===== src/rtl/chanrot_shifter.sv =====
module chanrot_shifter #(
  parameter int Z = 12,
  parameter int W = 5
) (
  input  logic                 clk,
  input  logic                 rst_n,
  input  logic                 in_valid,
  input  logic                 in_mode,
  input  logic [$clog2(Z)-1:0] in_amt,
  input  logic [Z*W-1:0]       in_vec,
  output logic                 out_valid,
  output logic [Z*W-1:0]       out_vec
);
  localparam int SW = $clog2(Z);

  logic [SW-1:0] amt_m, eff;
  logic [W-1:0]  stg [0:SW][0:Z-1];
  logic [Z*W-1:0] rot;

  assign amt_m = SW'(32'(in_amt) % Z);
  assign eff   = !in_mode ? amt_m : (amt_m == '0 ? '0 : SW'(Z) - amt_m);

  for (genvar i = 0; i < Z; i++) begin : g_ld
    assign stg[0][i]     = in_vec[i*W +: W];
    assign rot[i*W +: W] = stg[SW][i];
  end

  for (genvar k = 0; k < SW; k++) begin : g_stage
    localparam int RK = (1 << k) % Z;
    for (genvar i = 0; i < Z; i++) begin : g_el
      assign stg[k+1][i] = eff[k] ? stg[k][(i + RK) % Z] : stg[k][i];
    end
  end

  always_ff @(posedge clk) begin
    if (!rst_n) begin
      out_valid <= 1'b0;
      out_vec   <= '0;
    end else begin
      out_valid <= in_valid;
      if (in_valid) out_vec <= rot;
    end
  end

  function automatic logic [W-1:0] xfold(input logic [Z*W-1:0] v);
    logic [W-1:0] a;
    a = '0;
    for (int i = 0; i < Z; i++) a ^= v[i*W +: W];
    return a;
  endfunction


  valid_follow_chk: assert property (@(posedge clk) disable iff (!rst_n)
    in_valid |=> out_valid);

  idle_chk: assert property (@(posedge clk) disable iff (!rst_n)
    !in_valid |=> !out_valid);

  hold_chk: assert property (@(posedge clk) disable iff (!rst_n)
    (out_valid || !in_valid) && !in_valid |=> $stable(out_vec));

  zero_amt_chk: assert property (@(posedge clk) disable iff (!rst_n)
    in_valid && in_amt == '0 |=> out_vec == $past(in_vec));

  content_chk: assert property (@(posedge clk) disable iff (!rst_n)
    in_valid |=> xfold(out_vec) == $past(xfold(in_vec)));
endmodule


===== config.mk =====
export PLATFORM = sky130hd
export DESIGN_NAME = chanrot_shifter
export DESIGN_NICKNAME = d
export VERILOG_FILES = /design/src/rtl/chanrot_shifter.sv
export SDC_FILE = /design/constraint.sdc
export NUM_CORES = 1
export LEC_CHECK = 0
export BUFFER_PORTS_ARGS = -buffer_cell sky130_fd_sc_hd__buf_2
export CORE_UTILIZATION = 45
export CTS_CLUSTER_SIZE = 25
export DETAILED_ROUTE_END_ITERATION = 6
export PLACE_DENSITY = 0.86
export SYNTH_ARGS = -nofsm -noshare
export SYNTH_HDL_FRONTEND = slang
export SYNTH_SLANG_ARGS = --single-unit

===== constraint.sdc =====
create_clock -name clk -period 1.7 [get_ports clk]
set_input_delay 0.085 -clock clk [delete_from_list [all_inputs] [get_ports clk]]
set_output_delay 0.085 -clock clk [all_outputs]
set_load 0.05 [all_outputs]

* Word level (Yosys, flattened, before mapping) *
Index checks and enable logic that the tools add are counted.

word-level totals
  register bits = 61
  input port bits = 68
  output and inout bits = 61
  logic and storage cells = 55

operators by class
  add/sub/neg operators = 1
  div/mod/pow operators = 1
  muxes and demuxes = 50
  reduce and logical (&&, ||, !) cells = 1

operator list
  kind                                                             count
  5-bit 2-to-1 mux                                                 48
  4-bit by 4-bit modulo with 32-bit output, second input constant  1
  4-bit 2-to-1 mux                                                 2
  4-bit logical NOT                                                1
  4-bit subtractor, first input constant                           1

* Longest topological paths before layout *
Gate-level depths: netlist of run 1.

  word-level depth = 8
  gate-level depth with buffers = 9
  gate-level depth less buffers = 7

* Worst setup path before layout of run 1 *
No wires, ideal clock.

  kind = input -> register
  from = input port in_amt[1]
  to = register out_vec[19]
  setup time = 0.083 ns
  data arrival time = 1.668 ns
  data required time = 1.617 ns
  path slack = -0.051 ns
  cell stages on the path = 8
  buffers on the path = 2
  cells stage by stage = inv_1 -> ha_1 -> nand2_1 -> o21ai_1 -> buf_2 -> buf_2 -> mux4_2 -> o221ai_1

between the ends
  cells in the longest elaborated chain, start to end = 8
  elaborated cells between the ends (all ways) = 17
  classes of those cells = add/sub (1); div (1); mux (14); reduce/logical (1)

ends and longest elaborated chain
  what                                                   RTL line  source
  start: declaration                                     9         input logic [$clog2(Z)-1:0] in_amt,
  4-bit by 4-bit modulo with 32-bit output *             20        assign amt_m = SW'(32'(in_amt) % Z);
  4-bit subtractor or 4-bit logical NOT (tied branches)  21        assign eff = !in_mode ? amt_m : (amt_m == '0 ? '0 : SW'(Z) - amt_m);
  4-bit 2-to-1 mux                                       21
  4-bit 2-to-1 mux *                                     21
  5-bit 2-to-1 mux (3 in a row)                          31        assign stg[k+1][i] = eff[k] ? stg[k][(i + RK) % Z] : stg[k][i];
  5-bit 2-to-1 mux *                                     31
  end signal: assignment                                 41        if (in_valid) out_vec <= rot;
  end: declaration                                       12        output logic [Z*W-1:0] out_vec

Every way passes the cells marked *; elsewhere a longest branch is shown, timed or not.
A chain may end at the register's enable or synchronous reset.

* Worst setup path in the final report of run 1 *
  from = input port in_amt[2]
  to = register out_vec[26]

The elaborated chain is that of the path after synthesis.

==> results of run 1 <==
==> power by group through the flow <==
stage                     logic, uW  clock network, uW  registers, uW
after CTS                      2150               1500           1710
after global placement         2080                  0           1730
after detailed placement       2140                  0           1740
after global routing           2310               1560           1730
final                          2210               1500           1710
after floorplan                 969                  0           2320
==> final cells by class <==
class / instances / area, um2
fillers: 717 / 3670
multi-input cells: 259 / 2950
flip-flops and latches: 61 / 1220
repair buffers: 159 / 986
clock buffers: 12 / 165
well taps: 129 / 161
clock inverters: 3 / 67.6
inverters: 4 / 15.0
==> cell families (layout without fill, tap and decap cells) <==
group                    count (synthesis)  count (layout)
buffers and inverters                   42             178
adder cells (fa/ha/maj)                  3               3
AND/OR/NAND/NOR                         71              71
multiplexers                           121             121
flip-flops                              61              61
AO/OA/AOI/OAI                           64              64
==> through the flow <==
stage,setup slack (ns),utilization (%),cells,power (uW)
2_1_floorplan,-0.0360,-,362,3290
3_3_place_gp,-0.217,56.8,612,3820
3_5_place_dp,-0.298,56.8,612,3880
4_1_cts,0.0614,59.3,627,5360
5_1_grt,-0.0564,60.3,627,5600
6_report,0.0418,60.3,627,5420
==> sequential cells by signal (all words and copies together) (netlist names) <==
| register | count |
|---|---|
| out_valid | 1 |
| out_vec | 60 |
==> Yosys cell counts, drive strengths merged <==
| master | number |
|---|---|
| a22oi | 1 |
| and2 | 2 |
| buf | 18 |
| clkbuf | 20 |
| dfxtp | 61 |
| ha | 3 |
| inv | 4 |
| mux2 | 1 |
| mux2i | 60 |
| mux4 | 60 |
| nand2 | 64 |
| nand2b | 1 |
| nand3 | 1 |
| nor2 | 1 |
| nor2b | 1 |
| nor3b | 1 |
| o21ai | 3 |
| o221ai | 60 |
==> final timing paths <==
| path | end | startpoint | cells after the start | slack, ns |
|---|---|---|---|---|
| worst min-delay path | out_valid | rst_n | 2 | 0.1 |
| worst min register to register | out_vec[30] | out_vec[30] | 2 | 0.46 |
| worst max-delay path | out_vec[26] | in_amt[2] | 9 | 0.04 |
| worst max register to register | out_vec[2] | out_vec[2] | 2 | 1.03 |
==> timing repair <==
item	4_1_cts	5_1_grt
resized for setup	0	23
endpoints found under the setup margin	0	47
endpoints found under the hold margin	0	0
==> metal layers <==
metal / GRT usage [%] / vias to the layer above / part of all wire [%]
met5: 0 / - / 0
met4: 10.5 / 0 / 2.9
met3: 4.50 / 33 / 8.1
met2: 37.8 / 254 / 47
met1: 32.9 / 1962 / 42
li1: - / 1758 / -
==> worst reg2reg max path, stage by stage (launching register included) <==
cell                       delay (ns)
sky130_fd_sc_hd__dfxtp_1         0.40
sky130_fd_sc_hd__nand2_1         0.07
sky130_fd_sc_hd__o221ai_1        0.11
==> impl_results.rst, run 1 <==
.. list-table::
   :header-rows: 1

   * - Metric
     - Value
   * - Outcome
     - complete, no violations
   * - H-tree depth reported by CTS
     - 3
   * - Worst-Margin Slew
     - 1.32 ns
   * - Core area
     - 9240 um2
   * - Mux contribution to synthesized area
     - 46.0%
   * - Final setup violation count
     - 0
   * - Data arrival time of the critical path
     - 1.91 ns
   * - Global-route usage over all layers
     - 24.1%
   * - Post-route worst hold slack
     - 0.0961 ns
   * - Switching share of power
     - 37.2%
   * - Worst VDD drop
     - 404 uV
   * - Combinational family with the most area after synthesis
     - multiplexers
   * - Synthesized instance count
     - 362
   * - Clock-pin slew on the worst setup and hold paths
     - 0.06 ns
   * - Post-synth net total
     - 433
   * - Clock Tree Buf Depth
     - 2
   * - 1st-iter DRT viols
     - 349
   * - Min-delay worst type
     - in -> reg
   * - Setup CP Type
     - in -> reg
   * - Clock tree from TritonCTS
     - done
   * - Chain of cells forming the critical path
     - buf_2 > inv_1 > ha_1 > nand3_1 > nand2_4 > buf_4 > mux2i_1 > mux4_2 > o221ai_1
   * - Number of pins with negative max-slew slack in the final report
     - 0
   * - Fraction of power consumed by the clock network
     - 27.6%
   * - Combinational power share
     - 40.8%
   * - Internal Power
     - 3400 uW
   * - Largest area contributor in the synthesized netlist
     - sky130_fd_sc_hd__mux4_2
   * - Clock Skews
     - 0 ns
   * - Fraction of layout instances using a drive strength above 1
     - 52.8%
   * - Area fraction in and, or, nand and nor cells after synthesis
     - 6.64%
   * - Synthesized cell area
     - 4280 um2
   * - Post-Synth XOR/XNOR Area
     - 0%
   * - Remaining number of nets flagged by the antenna check after routing
     - 0
   * - Row cnt
     - 35
   * - Sequential share of the synthesized area
     - 28.5%
   * - DP Wirelength
     - 9.36 mm
   * - Total of max-cap violations
     - 0
   * - Setup total negative slack
     - 0 ns
   * - Number of nets at the end of the flow
     - 565
   * - Number of buffers inserted for hold repair after clock tree synthesis
     - 0
   * - Via density per instance
     - 6.39
   * - Delay of the slowest cell on the worst path
     - 0.53 ns
   * - Achievable clock frequency
     - 603 MHz
   * - Clock network latency to the later pin of the worst-skew pair
     - 0.34 ns
   * - Max Fanout on Critical Path
     - 11
   * - Vias in the first global route
     - 3728
   * - RSZ-0062 raised after global routing
     - yes
   * - Cell types occupying the most area after synthesis
     - sky130_fd_sc_hd__mux4_2 (32%), sky130_fd_sc_hd__dfxtp_1 (29%), sky130_fd_sc_hd__mux2i_1 (14%), sky130_fd_sc_hd__o221ai_1 (12%), sky130_fd_sc_hd__nand2_1 (5.5%)
   * - Worst path slowest cell
     - sky130_fd_sc_hd__mux4_2
   * - FF+latch count, synth
     - 61
   * - Most common cell after layout, fill and taps aside
     - sky130_fd_sc_hd__buf_2
   * - Post-synthesis compound-gate area fraction
     - 12.8%
   * - Starting density of the core
     - 46.3%
   * - Top cell family by delay on the critical path
     - multiplexers
   * - Mean routed wirelength per cell
     - 19.6 um
   * - Critical path launch point type
     - input pin
   * - Net switching power
     - 2020 uW
   * - Clock tree root driver cell
     - sky130_fd_sc_hd__clkbuf_8
   * - Setup Fix Bufs, Post-CTS
     - 0
   * - Area grow syn2layout
     - 30.2%
   * - Sequential fraction of design power
     - 31.6%
   * - DR DRC count
     - 0
   * - Final hold violations
     - 0
   * - Overflow left after global routing
     - 0
   * - CTS Sinks
     - 61
   * - PortBufs
     - 128
   * - Cell area after placement
     - 5250 um2
   * - Synth cell types
     - 22
   * - Die Wd
     - 99.5 um
   * - First-pass GRT wire length
     - 18.6 mm
   * - Diode insertion count for antenna repair
     - 0
   * - Global placement routability congestion
     - 0.950
   * - Synthesized area per cell
     - 11.8 um2
   * - IO Pins
     - 129
   * - Yosys warns
     - 0
   * - Commonest cells after routing, fill and taps aside
     - sky130_fd_sc_hd__buf_2 (128), sky130_fd_sc_hd__nand2_1 (62), sky130_fd_sc_hd__dfxtp_1 (61)
   * - Largest net degree at the start of global routing
     - 61
   * - Wire length after detailed routing
     - 12.3 mm
   * - Die Ht
     - 99.5 um
   * - Yosys top cell area share
     - 31.6%
   * - Time the worst path needs with I/O delays and setup
     - 1.66 ns
   * - Worst rel slew slack
     - 11.6%
   * - Element type at the critical path end
     - flop
   * - Post-layout instance area
     - 5570 um2
   * - Full die area
     - 9900 um2
   * - Worst path buffer plus inverter count
     - 3
   * - Length of the first detailed-routing pass in iterations
     - 7
   * - Number of antenna violations at the first check in global routing
     - 0
   * - Final worst path period share
     - 97.5%
   * - Number of buffers inserted during clock tree synthesis
     - 9
   * - Via count
     - 4007
   * - Power density over cell area
     - 973 nW/um2
   * - Worst Path Required
     - 1.95 ns
   * - Post-synthesis adder-cell area fraction
     - 0.877%
   * - Lkg Pwr
     - 0.00235 uW
Power figures use the tool's default switching activity.
==> run 2, diff against run 1 <==
--- a/config.mk
+++ b/config.mk
@@ -6,6 +6,7 @@
 export NUM_CORES = 1
 export LEC_CHECK = 0
 export BUFFER_PORTS_ARGS = -buffer_cell sky130_fd_sc_hd__buf_2
+export CORE_ASPECT_RATIO = 0.8
 export CORE_UTILIZATION = 45
 export CTS_CLUSTER_SIZE = 25
 export DETAILED_ROUTE_END_ITERATION = 6
==> run 2 against run 1 <==
  * The flow now finishes with violations (DRC, setup timing)
  * Final area rose by 2.4%
  * Sequential cell count did not move
  * Die area barely moved
  * Largest cell class unchanged
  * First-iteration DRC count fell by 13%
  * Core utilization rose by 2.0 points
  * Critical endpoint is now out_vec[39]
==> impl_results.rst, run 2 (same netlist as run 1, synthesis figures left out) <==
.. list-table::
   :header-rows: 1

   * - Metric
     - Value
   * - Clock network latency to the later pin of the worst-skew pair
     - 0.32 ns
   * - Total of max-cap violations
     - 0
   * - Worst-Margin Slew
     - 0.436 ns
   * - Final worst path period share
     - 102%
   * - Remaining number of nets flagged by the antenna check after routing
     - 0
   * - Reg2reg start
     - out_vec[6]
   * - 1st-iter DRT viols
     - 304
   * - Commonest cells after routing, fill and taps aside
     - sky130_fd_sc_hd__buf_2 (128), sky130_fd_sc_hd__nand2_1 (62), sky130_fd_sc_hd__dfxtp_1 (61)
   * - Post-Layout Cell Count
     - 616
   * - Clock Skews
     - 0 ns
   * - Flip-flop count of the largest register, all copies and words added
     - 60
   * - Power density over cell area
     - 989 nW/um2
   * - IO Pins
     - 129
   * - Final setup violation count
     - 9
   * - Setup CP Type
     - in -> reg
   * - Worst rel slew slack
     - 70.1%
   * - Area grow syn2layout
     - 33.2%
   * - Overflow left after global routing
     - 0
   * - H-tree depth reported by CTS
     - 3
   * - Starting density of the core
     - 46.7%
   * - Row cnt
     - 31
   * - Mean routed wirelength per cell
     - 21.8 um
   * - Min-delay worst type
     - in -> reg
   * - Achievable clock frequency
     - 579 MHz
   * - Worst Path Required
     - 1.94 ns
   * - RSZ-0062 raised after global routing
     - yes
   * - DP Wirelength
     - 9.85 mm
   * - DR DRC count
     - 24
   * - Via count
     - 4078
   * - Length of the first detailed-routing pass in iterations
     - 7
   * - Fraction of layout instances using a drive strength above 1
     - 54.0%
   * - WHS Path Cells
     - 2
   * - Die Wd
     - 111 um
   * - Full die area
     - 9900 um2
   * - Largest reg by FF count
     - out_vec
   * - Post-Place Setup Slack
     - -0.382 ns
   * - Top cell family by delay on the critical path
     - multiplexers
   * - Clock tree from TritonCTS
     - done
   * - Global-route usage over all layers
     - 27.6%
   * - Setup total negative slack
     - -0.107 ns
   * - Filler Cells Inserted
     - 712
   * - Max Fanout on Critical Path
     - 12
   * - Worst path slowest cell
     - sky130_fd_sc_hd__mux4_2
   * - PortBufs
     - 128
   * - Chain of cells forming the critical path
     - buf_2 > inv_1 > ha_4 > nand3_2 > nand2_4 > bufbuf_16 > mux2i_1 > mux4_2 > o221ai_1
   * - Register-to-Register Setup Slack
     - 1.00 ns
   * - Clock-pin slew on the worst setup and hold paths
     - 0.05 ns
   * - Number of nets at the end of the flow
     - 565
   * - Worst Hold Launch
     - rst_n
   * - Element type at the critical path end
     - flop
   * - Number of antenna violations at the first check in global routing
     - 5
   * - Global placement routability congestion
     - 1.02
   * - Time the worst path needs with I/O delays and setup
     - 1.73 ns
   * - Worst reg2reg path depth
     - 2
   * - CTS Sinks
     - 61
   * - Largest net degree at the start of global routing
     - 61
   * - Delay of the slowest cell on the worst path
     - 0.54 ns
   * - Largest registers
     - out_vec x60, out_valid x1
   * - Lkg Pwr
     - 0.00240 uW
   * - Crit path setup slack, layout
     - -0.0283 ns
   * - Vias in the first global route
     - 3969
   * - Die Ht
     - 89.2 um
   * - Clock Tree Buf Depth
     - 2
   * - First-pass GRT wire length
     - 20.8 mm
   * - # placed instances
     - 596
   * - Critical path launch point type
     - input pin
   * - Flip-flop and latch area
     - 1220 um2
   * - Worst path buffer plus inverter count
     - 3
   * - Outcome
     - complete, but fails checks
   * - Wire length after detailed routing
     - 13.4 mm
   * - Clock tree root driver cell
     - sky130_fd_sc_hd__clkbuf_16
   * - Final hold violations
     - 0
   * - Core area
     - 9150 um2
   * - Worst VDD drop
     - 465 uV
   * - End of the worst hold path
     - out_valid
   * - Data arrival time of the critical path
     - 1.97 ns
   * - Most common cell after layout, fill and taps aside
     - sky130_fd_sc_hd__buf_2
   * - Violated checks
     - DRC, setup timing
   * - Number of buffers inserted during clock tree synthesis
     - 9
   * - Worst R2R End
     - out_vec[6]
   * - Via density per instance
     - 6.62
   * - Number of pins with negative max-slew slack in the final report
     - 0
   * - Multi-input logic area
     - 3010 um2
-- run 2: per-layer routing --
metal / global-route usage, % / wire length, um / vias up
met2: 44.9 / 6380 / 251
met5: 0 / 16 / -
met4: 8.72 / 291 / 4
li1: - / - / 1761
met1: 35.5 / 5290 / 2024
met3: 9.08 / 1440 / 38
-- run 2: area by class of cell --
type | instances | area share (%)
Antenna cell | 3 | 0.132
Clock buffer | 13 | 4.39
Clock inverter | 2 | 0.176
Inverter | 4 | 0.263
Multi-Input combinational cell | 259 | 52.8
Sequential cell | 61 | 21.4
Tap cell | 115 | 2.52
Timing Repair Buffer | 159 | 18.2
-- run 2: worst max path at each step --
stage,to,slack [ns],startpoint,cells after the start
after CTS,out_vec[39],-0.02,in_amt[2],9
after global placement,out_vec[52],-0.26,in_amt[2],9
final,out_vec[39],-0.03,in_amt[2],9
after global routing,out_vec[44],-0.07,in_amt[2],9
after detailed placement,out_vec[6],-0.38,in_amt[2],9
after floorplan,out_vec[20],-0.04,in_amt[1],7
-- run 2: per-stage QoR --
step	util (%)	total power, uW	cell area (um2)	hold WS (ns)
final	62.3	5630	5700	0.155
after global routing	62.2	5840	5700	0.161
after CTS	60.9	5560	5570	0.109
after detailed placement	57.3	3900	5240	0.443
after global placement	57.3	3820	5240	0.445
after floorplan	-	3290	4280	0.251
-- run 2: report_power, final --
group,internal (uW),total (uW),leakage (uW),switching (uW)
clock,1010,1640,0.000129,631
sequential,1610,1720,0.000503,107
combinational,880,2270,0.00176,1390
total,3500,5630,0.00240,2130
-- run 2: timing repair --
action                     CTS  global route
pin swaps                    1             3
hold endpoints to repair     0             0
cloned                       1             0
setup buffers                1             0
resized for setup            6            27
hold buffers                 0             0
setup endpoints to repair   20            53
==> run 3, diff against run 2 <==
--- a/config.mk
+++ b/config.mk
@@ -6,11 +6,14 @@
 export NUM_CORES = 1
 export LEC_CHECK = 0
 export BUFFER_PORTS_ARGS = -buffer_cell sky130_fd_sc_hd__buf_2
+export CELL_PAD_IN_SITES_DETAIL_PLACEMENT = 0
+export CELL_PAD_IN_SITES_GLOBAL_PLACEMENT = 1
 export CORE_ASPECT_RATIO = 0.8
-export CORE_UTILIZATION = 45
+export CORE_UTILIZATION = 37
 export CTS_CLUSTER_SIZE = 25
 export DETAILED_ROUTE_END_ITERATION = 6
-export PLACE_DENSITY = 0.86
+export PLACE_DENSITY = 0.9
+export SLEW_MARGIN = 20
 export SYNTH_ARGS = -nofsm -noshare
 export SYNTH_HDL_FRONTEND = slang
 export SYNTH_SLANG_ARGS = --single-unit
==> run 3 against run 2 <==
  * The flow now finishes without violations
  * Sequential cell count is the same
  * Count of clock-buffer cells in the layout grew 1
  * Routed wire length shrank 2.2%
  * Register-to-register slack gained 0.05 ns
  * Largest cell class unchanged
==> impl_results.rst, run 3 (same netlist as run 1, synthesis figures left out) <==
.. list-table::
   :header-rows: 1

   * - Metric
     - Value
   * - DR DRC count
     - 0
   * - Starting density of the core
     - 38.7%
   * - Outcome
     - complete, no violations
   * - Worst path buffer plus inverter count
     - 3
   * - Largest reg by FF count
     - out_vec
   * - Post-layout instance area
     - 5750 um2
   * - Flip-flop count of the largest register, all copies and words added
     - 60
   * - Chain of cells forming the critical path
     - buf_2 > inv_1 > ha_4 > nand3_4 > nand2_4 > buf_4 > mux2i_1 > mux4_2 > o221ai_1
   * - Overflow left after global routing
     - 0
   * - Largest registers
     - out_vec x60, out_valid x1
   * - Element type at the critical path end
     - flop
   * - Worst Path Required
     - 1.91 ns
   * - Wire length after detailed routing
     - 13.1 mm
   * - Critical path launch point type
     - input pin
   * - Clock tree root driver cell
     - sky130_fd_sc_hd__clkbuf_16
   * - Worst path slowest cell
     - sky130_fd_sc_hd__mux2i_1
   * - Global placement routability congestion
     - 0.874
   * - IO Pins
     - 129
   * - Internal Power
     - 3690 uW
   * - Length of the first detailed-routing pass in iterations
     - 4
   * - Sequential fraction of design power
     - 29.5%
   * - Die Ht
     - 98.2 um
   * - DP Wirelength
     - 9.88 mm
   * - Met3 routed WL
     - 873 um
   * - Highest metal layer used by the detailed router
     - met5
   * - Final worst path period share
     - 96.5%
   * - Row cnt
     - 34
   * - Full die area
     - 12000 um2
   * - Largest net degree at the start of global routing
     - 61
   * - Min-delay worst type
     - in -> reg
   * - Clock Skews
     - 0 ns
   * - Routed length on met1
     - 5.28 mm
   * - Setup Fix Bufs, Post-CTS
     - 0
   * - Top cell family by delay on the critical path
     - multiplexers
   * - Switching share of power
     - 36.0%
   * - Number of buffers inserted during clock tree synthesis
     - 9
   * - Cell area after placement
     - 5340 um2
   * - Final setup violation count
     - 0
   * - H-tree depth reported by CTS
     - 3
   * - Area grow syn2layout
     - 34.5%
   * - Clock-pin slew on the worst setup and hold paths
     - 0.05 ns
   * - Net switching power
     - 2080 uW
   * - Remaining number of nets flagged by the antenna check after routing
     - 0
   * - Clock network latency to the later pin of the worst-skew pair
     - 0.33 ns
   * - Total of max-cap violations
     - 0
   * - 1st-iter DRT viols
     - 213
   * - Fraction of power consumed by the clock network
     - 31.6%
   * - Max Fanout on Critical Path
     - 5
   * - Most common cell after layout, fill and taps aside
     - sky130_fd_sc_hd__buf_2
   * - Time the worst path needs with I/O delays and setup
     - 1.64 ns
   * - Number of antenna violations at the first check in global routing
     - 1
   * - Clock tree from TritonCTS
     - done
   * - Via count
     - 3976
   * - Via density per instance
     - 6.14
   * - Setup CP Type
     - in -> reg
   * - Commonest cells after routing, fill and taps aside
     - sky130_fd_sc_hd__buf_2 (128), sky130_fd_sc_hd__nand2_1 (62), sky130_fd_sc_hd__dfxtp_1 (61)
   * - Worst rel slew slack
     - 72.8%
   * - Met2 WL
     - 6.57 mm
   * - Core area
     - 11100 um2
   * - CTS Sinks
     - 61
   * - Final hold violations
     - 0
   * - Number of nets at the end of the flow
     - 571
   * - Worst VDD drop
     - 520 uV
   * - First-pass GRT wire length
     - 20.1 mm
   * - Power density over cell area
     - 1000 nW/um2
   * - Combinational power share
     - 38.9%
   * - Vias in the first global route
     - 3825
   * - Setup total negative slack
     - 0 ns
   * - Util after Layout
     - 52.0%
   * - Fraction of layout instances using a drive strength above 1
     - 51.8%
   * - Lkg Pwr
     - 0.00244 uW
   * - Diode insertion count for antenna repair
     - 0
   * - Clock Tree Buf Depth
     - 2
   * - Achievable clock frequency
     - 610 MHz
   * - Data arrival time of the critical path
     - 1.85 ns
   * - Delay of the slowest cell on the worst path
     - 0.40 ns
   * - Global-route usage over all layers
     - 22.1%
   * - Post-Layout Cell Count
     - 648
   * - PortBufs
     - 128
   * - Number of buffers inserted for hold repair after clock tree synthesis
     - 0
   * - Die Wd
     - 122 um
   * - Worst-Margin Slew
     - 0.396 ns
   * - Number of pins with negative max-slew slack in the final report
     - 0
   * - # placed instances
     - 631
   * - Mean routed wirelength per cell
     - 20.2 um
[run 3: changes by cell type in the layout (fill, tap and decap cells not counted), sizes merged]
cell	change
clkbuf	+2
bufbuf	-1
nand2	+1
clkinv	-2
bufinv	+1
buf	+5
diode	-3
[run 3: area by class of cell]
class,count,area (um2)
Multi-Input combinational cell,260,2960
Inverter,4,15.0
Tap cell,144,180
Timing Repair Buffer,164,1080
Sequential cell,61,1220
Fill cell,968,5310
Clock buffer,14,264
Clock inverter,1,30.0
[run 3: per-stage QoR]
stage | hold WS [ns] | worst slack [ns] | total power (uW)
detailed placement | 0.445 | -0.332 | 3910
finish | 0.186 | 0.0599 | 5770
global route | 0.176 | -0.00307 | 5990
floorplan | 0.251 | -0.0360 | 3290
global placement | 0.448 | -0.249 | 3850
CTS | 0.163 | 0.00863 | 5740
[run 3: metal layers]
layer / vias to the layer above / track usage, %
met2: 190 / 36.5
met1: 1973 / 27.3
met3: 39 / 5.20
met4: 2 / 10.0
li1: 1772 / -
met5: - / 0
[run 3: worst paths after layout]
kind | from | end | slack [ns] | cells past startpoint
max | in_amt[2] | out_vec[6] | 0.06 | 9
min | in_valid | out_valid | 0.19 | 2
max reg2reg | out_vec[15] | out_vec[15] | 1.05 | 2
min reg2reg | out_vec[36] | out_vec[36] | 0.46 | 2
[run 3: power groups by stage]
stage          clock, uW  sequential [uW]  combinational (uW)
2_1_floorplan          0             2320                 969
3_3_place_gp           0             1730                2130
3_5_place_dp           0             1730                2180
4_1_cts             1850             1700                2190
5_1_grt             1920             1720                2350
6_report            1820             1700                2240
[run 3: what timing repair did]
item	CTS	global route
gates cloned	0	2
pin swaps	1	1
endpoints found under the setup margin	1	53
gates resized for setup	2	19
